File: src/rtl/bps_pkg.sv
package bps_pkg;
  localparam int TW_W   = 15;
  localparam int NPH    = 7;
  localparam int LEN_W  = 6;
  localparam int CNT_W  = LEN_W - 1;

  typedef enum logic [2:0] {
    PH_IDLE = 3'd0,
    PH_A    = 3'd1,
    PH_B    = 3'd2,
    PH_C    = 3'd3,
    PH_D    = 3'd4,
    PH_E    = 3'd5,
    PH_F    = 3'd6
  } phase_e;

  // field placement is fixed by the timing word format
  typedef struct packed {
    logic [1:0] f_wr;
    logic [1:0] f_rd;
    logic [4:0] e_len;
    logic       d_len;
    logic [1:0] c_len;
    logic       b_len;
    logic [1:0] a_len;
  } timing_t;

  typedef logic [NPH-1:0][LEN_W-1:0] len_vec_t;
endpackage

File: src/rtl/bps_ready_sync.sv
module bps_ready_sync #(
  parameter int STAGES = 2
) (
  input  logic clk,
  input  logic rst_n,
  input  logic ready_i,
  input  logic sync_mode_i,
  output logic rdy_o
);
  logic [STAGES-1:0] chain_q;
  logic [STAGES-1:0] chain_d;

  always_comb begin
    chain_d = {chain_q[STAGES-2:0], ready_i};
  end

  always_ff @(posedge clk or negedge rst_n) begin
    if (!rst_n) chain_q <= '0;
    else        chain_q <= chain_d;
  end

  // synchronous READY is taken straight from the pin
  assign rdy_o = sync_mode_i ? ready_i : chain_q[STAGES-1];
endmodule

File: src/rtl/bps_len_decode.sv
module bps_len_decode
  import bps_pkg::*;
(
  input  timing_t  cfg_i,
  input  logic     write_i,
  output len_vec_t len_o
);
  always_comb begin
    len_o          = '0;
    len_o[PH_A]    = LEN_W'(cfg_i.a_len);
    len_o[PH_B]    = cfg_i.b_len ? LEN_W'(2) : LEN_W'(1);
    len_o[PH_C]    = LEN_W'(cfg_i.c_len);
    len_o[PH_D]    = LEN_W'(cfg_i.d_len);
    len_o[PH_E]    = LEN_W'(cfg_i.e_len) + LEN_W'(1);
    len_o[PH_F]    = write_i ? LEN_W'(cfg_i.f_wr) : LEN_W'(cfg_i.f_rd);
  end
endmodule

File: src/rtl/bps_phase_fsm.sv
module bps_phase_fsm
  import bps_pkg::*;
(
  input  logic     clk,
  input  logic     rst_n,
  input  logic     start_i,
  input  timing_t  cfg_in,
  input  logic     write_in,
  input  logic     ren_in,
  input  logic     rmode_in,
  input  len_vec_t len_i,
  input  logic     rdy_i,
  output phase_e   phase_o,
  output logic     busy_o,
  output logic     done_o,
  output logic     strobe_o,
  output timing_t  cfg_q_o,
  output logic     wr_q_o,
  output logic     rmode_q_o
);
  phase_e            phase_q, phase_d;
  logic [CNT_W-1:0]  cnt_q, cnt_d;
  logic              done_q, done_d;
  logic              cnt_en;
  logic              load_en;
  timing_t           cfg_q;
  logic              wr_q, ren_q, rmode_q;
  phase_e            succ;
  logic              may_leave;

  function automatic phase_e next_after(input logic [2:0] cur, input len_vec_t l);
    phase_e r;
    r = PH_IDLE;
    for (int i = NPH - 1; i >= 1; i--) begin
      if (i > int'(cur) && l[i] != '0) r = phase_e'(i[2:0]);
    end
    return r;
  endfunction

  always_comb begin
    succ      = next_after(phase_q, len_i);
    may_leave = (cnt_q == '0) && ((phase_q != PH_E) || !ren_q || rdy_i);
    phase_d   = phase_q;
    cnt_d     = cnt_q;
    done_d    = 1'b0;
    load_en   = 1'b0;
    cnt_en    = 1'b0;
    if (phase_q == PH_IDLE) begin
      if (start_i) begin
        load_en = 1'b1;
        cnt_en  = 1'b1;
        phase_d = succ;
        cnt_d   = CNT_W'(len_i[succ] - LEN_W'(1));
      end
    end else if (cnt_q != '0) begin
      cnt_en = 1'b1;
      cnt_d  = cnt_q - CNT_W'(1);
    end else if (may_leave) begin
      phase_d = succ;
      if (succ == PH_IDLE) begin
        done_d = 1'b1;
      end else begin
        cnt_en = 1'b1;
        cnt_d  = CNT_W'(len_i[succ] - LEN_W'(1));
      end
    end
  end

  always_ff @(posedge clk or negedge rst_n) begin
    if (!rst_n) begin
      phase_q <= PH_IDLE;
      done_q  <= 1'b0;
    end else begin
      phase_q <= phase_d;
      done_q  <= done_d;
    end
  end

  always_ff @(posedge clk or negedge rst_n) begin
    if (!rst_n)      cnt_q <= '0;
    else if (cnt_en) cnt_q <= cnt_d;
  end

  always_ff @(posedge clk or negedge rst_n) begin
    if (!rst_n) begin
      cfg_q   <= '0;
      wr_q    <= 1'b0;
      ren_q   <= 1'b0;
      rmode_q <= 1'b0;
    end else if (load_en) begin
      cfg_q   <= cfg_in;
      wr_q    <= write_in;
      ren_q   <= ren_in;
      rmode_q <= rmode_in;
    end
  end

  assign phase_o   = phase_q;
  assign busy_o    = (phase_q != PH_IDLE);
  assign done_o    = done_q;
  assign strobe_o  = (phase_q == PH_E);
  assign cfg_q_o   = cfg_q;
  assign wr_q_o    = wr_q;
  assign rmode_q_o = rmode_q;


  done_single_chk: assert property (@(posedge clk) disable iff (!rst_n)
    done_q |=> !done_q);


  done_idle_chk: assert property (@(posedge clk) disable iff (!rst_n)
    done_q |-> (phase_q == PH_IDLE));


  phase_order_chk: assert property (@(posedge clk) disable iff (!rst_n)
    (phase_q != PH_IDLE) |=> (phase_q == PH_IDLE || phase_q >= $past(phase_q)));


  cfg_hold_chk: assert property (@(posedge clk) disable iff (!rst_n)
    (phase_q != PH_IDLE) |=> (phase_q == PH_IDLE || ($stable(cfg_q) && $stable(wr_q) && $stable(ren_q))));


  ready_gate_chk: assert property (@(posedge clk) disable iff (!rst_n)
    (phase_q == PH_E && ren_q && !rdy_i) |=> (phase_q == PH_E));


  done_after_phase_chk: assert property (@(posedge clk) disable iff (!rst_n)
    (phase_q != PH_IDLE) |=> (phase_q != PH_IDLE || done_q));
endmodule

File: src/rtl/bus_phase_seq.sv
module bus_phase_seq
  import bps_pkg::*;
#(
  parameter int SYNC_STAGES = 2
) (
  input  logic             clk,
  input  logic             rst_n,
  input  logic             start_i,
  input  logic             write_i,
  input  logic [TW_W-1:0]  timing_i,
  input  logic             rdy_en_i,
  input  logic             rdy_sync_mode_i,
  input  logic             ready_i,
  output logic [2:0]       phase_o,
  output logic             busy_o,
  output logic             done_o,
  output logic             strobe_o
);
  timing_t  cfg_q, cfg_sel;
  logic     wr_q, wr_sel, rmode_q;
  logic     busy;
  logic     rdy;
  len_vec_t lens;
  phase_e   phase;

  // idle: decode the incoming word to pick the first phase; busy: the captured one
  assign cfg_sel = busy ? cfg_q : timing_t'(timing_i);
  assign wr_sel  = busy ? wr_q  : write_i;

  bps_len_decode u_dec (
    .cfg_i   (cfg_sel),
    .write_i (wr_sel),
    .len_o   (lens)
  );

  bps_ready_sync #(.STAGES(SYNC_STAGES)) u_rdy (
    .clk         (clk),
    .rst_n       (rst_n),
    .ready_i     (ready_i),
    .sync_mode_i (rmode_q),
    .rdy_o       (rdy)
  );

  bps_phase_fsm u_fsm (
    .clk       (clk),
    .rst_n     (rst_n),
    .start_i   (start_i),
    .cfg_in    (timing_t'(timing_i)),
    .write_in  (write_i),
    .ren_in    (rdy_en_i),
    .rmode_in  (rdy_sync_mode_i),
    .len_i     (lens),
    .rdy_i     (rdy),
    .phase_o   (phase),
    .busy_o    (busy),
    .done_o    (done_o),
    .strobe_o  (strobe_o),
    .cfg_q_o   (cfg_q),
    .wr_q_o    (wr_q),
    .rmode_q_o (rmode_q)
  );

  assign phase_o = phase;
  assign busy_o  = busy;
endmodule

File: config.mk
export PLATFORM = sky130hd
export DESIGN_NAME = bus_phase_seq
export DESIGN_NICKNAME = d
export VERILOG_FILES = /design/src/rtl/bps_pkg.sv /design/src/rtl/bps_ready_sync.sv /design/src/rtl/bps_len_decode.sv /design/src/rtl/bps_phase_fsm.sv /design/src/rtl/bus_phase_seq.sv
export SDC_FILE = /design/constraint.sdc
export NUM_CORES = 1
export LEC_CHECK = 0
export ABC_CLOCK_PERIOD_IN_PS = 3400
export BUFFER_PORTS_ARGS = -buffer_cell sky130_fd_sc_hd__buf_2
export CELL_PAD_IN_SITES_DETAIL_PLACEMENT = 1
export CELL_PAD_IN_SITES_GLOBAL_PLACEMENT = 1
export CORE_ASPECT_RATIO = 1.75
export CORE_MARGIN = 2
export CORE_UTILIZATION = 32
export CTS_BUF_LIST = sky130_fd_sc_hd__clkbuf_4
export CTS_CLUSTER_SIZE = 10
export DETAILED_ROUTE_END_ITERATION = 10
export GPL_TIMING_DRIVEN = 0
export PLACE_DENSITY_LB_ADDON = 0.05
export SLEW_MARGIN = 20
export SYNTH_ARGS = -nofsm -noshare
export SYNTH_HDL_FRONTEND = slang
export SYNTH_SLANG_ARGS = --single-unit
File: constraint.sdc
create_clock -name clk -period 3.4 [get_ports clk]
set_input_delay 0.17 -clock clk [delete_from_list [all_inputs] [get_ports clk]]
set_output_delay 0.17 -clock clk [all_outputs]
set_load 0.01 [all_outputs]
After elaboration in Yosys (flattened, before gate mapping):

Cells that the tools add are included.

* register bits after elaboration: 29
* word-level logic and storage cells: 85
* input port bits: 22
* output and inout bits: 6

* add/sub/neg operators: 3
* equality and inequality tests: 5
* $lt $le $gt $ge: 7
* reductions and logical operators: 24
* mux-type cells: 32

Operator list (number)
* $mux W3: 10
* $mux W5: 6
* $reduce_bool A6 Y1: 5
* $bmux W6 S3: 1
* $mux W15: 1
* $mux W1: 12
* $sub A5 B1 Y5 const B: 2
* $gt A3 B3 Y1 const A: 3
* $logic_and A1 B1 Y1: 7
* $add A5 B1 Y6 const B: 1
* $gt A2 B3 Y1 const A: 2
* $logic_not A3 Y1: 2
* $reduce_bool A3 Y1: 2
* $logic_not A5 Y1: 1
* $reduce_bool A5 Y1: 1
* $lt A3 B4 Y1 const B: 1
* $mux W2: 2
* $reduce_and A4 Y1: 1
* $eq A3 B3 Y1 const B: 1
* $gt A1 B3 Y1 const A: 1
* $ne A3 B1 Y1 const B: 1
* $ne A3 B3 Y1 const B: 1
* $reduce_and A3 Y1: 1
* $logic_or A1 B1 Y1: 2
* other kinds (4): 4

Depth between registers and ports, before layout:

* depth in word-level cells: 18
* depth in mapped cells: 16
* gate-level depth less buffers: 14

Modules after synthesis:

Synthesis repeated with hierarchy kept, for this count alone.

* cell total of the unflattened synthesis: 279
* area total of the unflattened synthesis: 2585.0 sq um

Modules (own cells, without submodules)
* bps_phase_fsm: instances 1, sequential area each 675.6 sq um, cells an instance 211, area an instance 1928.1 sq um
* bps_len_decode: instances 1, sequential area each 0.0 sq um, cells an instance 47, area an instance 342.8 sq um
* bus_phase_seq: instances 1, sequential area each 0.0 sq um, cells an instance 18, area an instance 249.0 sq um
* bps_ready_sync: instances 1, sequential area each 50.0 sq um, cells an instance 3, area an instance 65.1 sq um

Worst setup path before layout:

Ideal clock, no wire load.

* path kind: register to register
* from: register u_fsm.phase_q[2] (netlist: u_fsm.phase_o[2])
* to: register u_fsm.cnt_q[1]
* cell stages (with the launch flop): 15
* period minus slack after synthesis: 3821 ps
* data required time: 3321 ps
* slack: -421 ps
* setup time: 79 ps
* arrival: 3742 ps
* path buffers: 2
* path through: dfrtp_1 buf_2 nor3_4 buf_4 nand2_1 nand2_1 ha_1 nand2_1 a2111oi_1 a22oi_1 a221oi_1 mux4_2 ha_1 mux2_2 mux2i_1

* word-level cells in the longest chain between the ends: 18
* elaborated cells between the ends (all ways): 51
* classes of those cells: 2 x add/sub; 6 x order compare; 3 x eq/ne; 21 x mux; 19 x reduce/logical

RTL lines
* start, declared: RTL line bps_phase_fsm.sv:21 `phase_e phase_q, phase_d;`
* start signal, assigned: RTL line bps_phase_fsm.sv:74 `phase_q <= phase_d;`
* parallel branches: the longest is 18 deep, another holds $add A5 B1 Y6
* end signal, assigned: RTL line bps_phase_fsm.sv:81 `else if (cnt_en) cnt_q <= cnt_d;`
* end, declared: RTL line bps_phase_fsm.sv:22 `logic [CNT_W-1:0] cnt_q, cnt_d;`

Parallel ways; which one is timed is not known. The select of a mux whose other input is x is not followed.
A chain may end at the register's enable or synchronous reset.

Final worst setup path:

* from: register u_fsm.phase_q[0] (netlist: u_fsm.phase_o[0])
* to: register u_fsm.cnt_q[2]

Same word-level chain as after synthesis.

==> results.md <==
- Status: complete, but fails checks
- Failing checks: setup timing
- Sw Pwr: between 1 and 1.5 mW
- CTS Sinks: 28
- IO Pins: 28
- Dpl ws: -0.645 ns
- Final non-filler cell total: between 300 and 400
- Final setup margin: -0.00219 ns
- Pwr dens: 1240 mW/mm^2
- GR Overflow Total: 0
- Seq/Total Area, Yosys: between 30% and 40%
- Asr flop ratio synth: 100%
- Worst-Margin Slew: ~0.68 ns
- Net count after synthesis: 223
- Vias in the first global route: 1963
- FILL cells: slightly above 700
- WHS Path Cells: 2
- Warnings from Yosys: 0
- Row count: 37
- P_leak: between 1 and 1.5 nW
- CP peak stage delay: 0.62 ns
- Largest net degree at the start of global routing: 29
- Sequential share of power: about 23%
- Crit-path slowest cell: mux4_2
- Drt pass-1 iters: 4
- Dpl cells: 303
- IO buf count: 27
- Area share of and/or/nand/nor cells after synthesis: a little under a fifth
- Largest family of logic cells by synthesized area: multiplexers
- Routability cong.: between 0.8 and 0.9
- Core Area: ~0.0058 sq mm
- Clock skew: 0.0114 ns
- DRC viols: 0
- Vias/cell: around 5.4
- Hold crit path type: in -> reg
- Relative slew slack: ~54%
- Total number of H-tree levels: 1
- Synthesized area: around 0.0019 sq mm
- Reg-to-reg slack, setup: -0.002 ns
- Starting Density: about a third
- Xor and xnor area share after synthesis: between 3 and 4%
- Die ar.: about 0.0066 sq mm
- Routed via count: 1745
- Share of cells above drive strength 1: about 39%
- First-pass GRT wire length: roughly 10000 um
- Overall Global Routing Usage: about a fifth
- Initial antenna violation count: 0
- CTS Buf Count: 3
- Synth Area in Compound Gates: around 15%
- Area growth syn-to-layout: 27.4%
- CP top delay family: compound AO/OA/AOI/OAI gates
- Critical Path RT: 3.68 ns
- Cell-by-cell trace of the critical path: nor3_4, buf_6, nand2_2, nand2_2, ha_4, nand2_4, a2111oi_4, a22oi_2, a221oi_2, mux4_2, ha_4, xnor2_2, nand2_1, a32oi_1
- Crit Path Category: reg -> reg
- Logic pwr share: roughly 72%
- Synth cell types: 48
- CTS tree: yes
- Routed WL per cell: around 20 um
- Post-synthesis adder-cell area fraction: slightly below 2%
- Routed Wire Length: about 6300 um
- Max Buffers Root-to-Sink: 2
- Peak fanout along the critical path: 4
- Avg Inst Size Synth: ~9.7 sq um
- Post-Syn Instances: approximately 200
- Critical path launch point type: register
- CP endpoint kind: register
- CP Depth: 14
- Worst-Skew Late Latency: around 0.34 ns
- Dpl hpwl: roughly 4600 um
- Die X: about 62 um
- Clock Root Buffer: clkbuf_4
- Crit path buffers/inverters: 1
- Period utilisation layout: 100%
- Post-synth top flop: dfrtp_1
- Worst VDD drop: ~0.00035 V
- Switching Fraction: between 40% and 50%
- Clock power frac: under 10%
- Fin. Hold Viols: 0
- Yosys reg bits: 28
- RSZ-0062 raised after global routing: true
- Max-cap viol count: 0
- Worst r2r path cells: 14
- Fmax: 0.294 GHz
- Post-synth EDFFs: 0
- DRT iter0 DRCs: 67
- P_int: ~1.6 mW
- Min Clock Period, post-route: roughly 3.4 ns
- CP arrival: between 3 and 4 ns
- Die Y: approximately 110 um
- Setup violators final: 1
- Multiplexer area fraction after synthesis: 21.3%
- Nets: 273
- Final Max Slew Viols: 0
- Antenna Cells: 0
- ANT nets after route: 0
- CTS clock-pin slew for the worst setup and hold paths: ~0.17 ns
## sequential cells by signal (all words and copies together) (netlist names)
name	cells
u_fsm.wr_q_o	1
u_fsm.cnt_q	5
u_fsm.ren_q	1
u_rdy.chain_q	2
u_fsm.cfg_q_o	14
u_fsm.phase_o	3
u_fsm.rmode_q_o	1
u_fsm.done_o	1
## stage by stage
stage / hold WS (ns) / total power, mW / setup TNS, ns / cell area, sq um / util [%]
5_1_grt: 0.0418 / 3.26 / -0.558 / 2440 / 41.8
6_report: 0.0529 / 3.02 / -0.00219 / 2440 / 41.8
4_1_cts: 0.0358 / 2.98 / -0.509 / 2410 / 41.3
3_5_place_dp: 0.261 / 2.50 / -2.50 / 2200 / 37.8
3_3_place_gp: 0.226 / 2.46 / -2.10 / 2200 / 37.8
2_1_floorplan: -0.126 / 1.99 / -0.00710 / 1970 / -
## synth_stat cells (3+ instances only)
library cell	instances	area share (%)
a21oi_1	9	2.4
a221oi_1	3	1.4
and2_1	3	0.98
buf_2	3	0.78
dfrtp_1	28	37
ha_1	3	2.0
inv_1	4	0.78
mux2_2	20	12
mux2i_1	13	6.8
nand2_1	28	5.5
nand3_1	6	1.6
nor2_1	16	3.1
nor3_1	5	1.3
nor4_1	3	0.98
o21ai_0	4	1.0
xnor2_1	4	1.8
xor2_1	4	1.8
## power by group through the flow
stage          Clock [mW]  Sequential (mW)  Combinational, mW
2_1_floorplan           0            0.621               1.37
3_3_place_gp            0            0.654               1.81
3_5_place_dp            0            0.666               1.84
4_1_cts             0.167            0.648               2.16
5_1_grt             0.177            0.705               2.38
6_report            0.153            0.678               2.19
## layout make-up
class                           count  area, sq um  area share, %
Buffer                              4         30.0           1.23
Clock buffer                        3         22.5          0.923
Clock inverter                      1         3.75          0.154
Inverter                            5         18.8          0.769
Multi-Input combinational cell    158         1260           51.8
Sequential cell                    28          704           28.9
Tap cell                           78         97.6           4.00
Timing Repair Buffer               48          298           12.2
## logic make-up (layout without fill, tap and decap cells)
| kind of cell | after synthesis | count (layout) |
|---|---|---|
| AO/OA/AOI/OAI | 40 | 40 |
| XOR/XNOR | 8 | 8 |
| adder cells (fa/ha/maj) | 3 | 3 |
| buffers and inverters | 12 | 61 |
| flip-flops | 28 | 28 |
| multiplexers | 36 | 36 |
| AND/OR/NAND/NOR | 71 | 71 |
## cell usage in the layout, fill, tap and decap left out, types with 4 or more instances in the layout
cell type	n
o21ai_0	4
a21oi_1	9
nand3_1	6
nand2_1	23
xor2_1	4
buf_2	27
nand2_2	4
mux2_2	20
buf_4	19
mux2i_1	13
nor2_1	15
inv_1	4
dfrtp_1	25
nor3_1	5
## what timing repair did
item,CTS,global route
hold endpoints to repair,29,0
cloned,0,0
pin swaps,10,8
hold buffers,2,0
endpoints found under the setup margin,5,5
buffers inserted,14,5
resized for setup,13,7
## path summary, 6_finish.rpt
path                                         startpoint                            to
max                        u_fsm.phase_o[0]$_DFFE_PN0P_    u_fsm.cnt_q[2]$_DFFE_PN0P_
min                                     rdy_sync_mode_i   u_fsm.rmode_q_o$_DFFE_PN0P_
min reg2reg                  u_rdy.chain_q[0]$_DFF_PN0_    u_rdy.chain_q[1]$_DFF_PN0_
min in group asynchronous                         rst_n    u_fsm.cnt_q[3]$_DFFE_PN0P_
max in group asynchronous                         rst_n  u_fsm.phase_o[1]$_DFFE_PN0P_
max reg2reg                u_fsm.phase_o[0]$_DFFE_PN0P_    u_fsm.cnt_q[2]$_DFFE_PN0P_
## layer usage
| metal | share of wire, % | wire length (um) | GRT usage [%] | vias to the layer above |
|---|---|---|---|---|
| met4 | 3.5 | 219 | 8.57 | 0 |
| met1 | 35 | 2230 | 20.0 | 875 |
| met3 | 2.0 | 125 | 2.43 | 12 |
| met2 | 59 | 3760 | 40.5 | 29 |
| met5 | 0 | 0 | 0 | - |
| li1 | - | - | - | 829 |
Note: power is estimated with default switching activity, not from simulation.
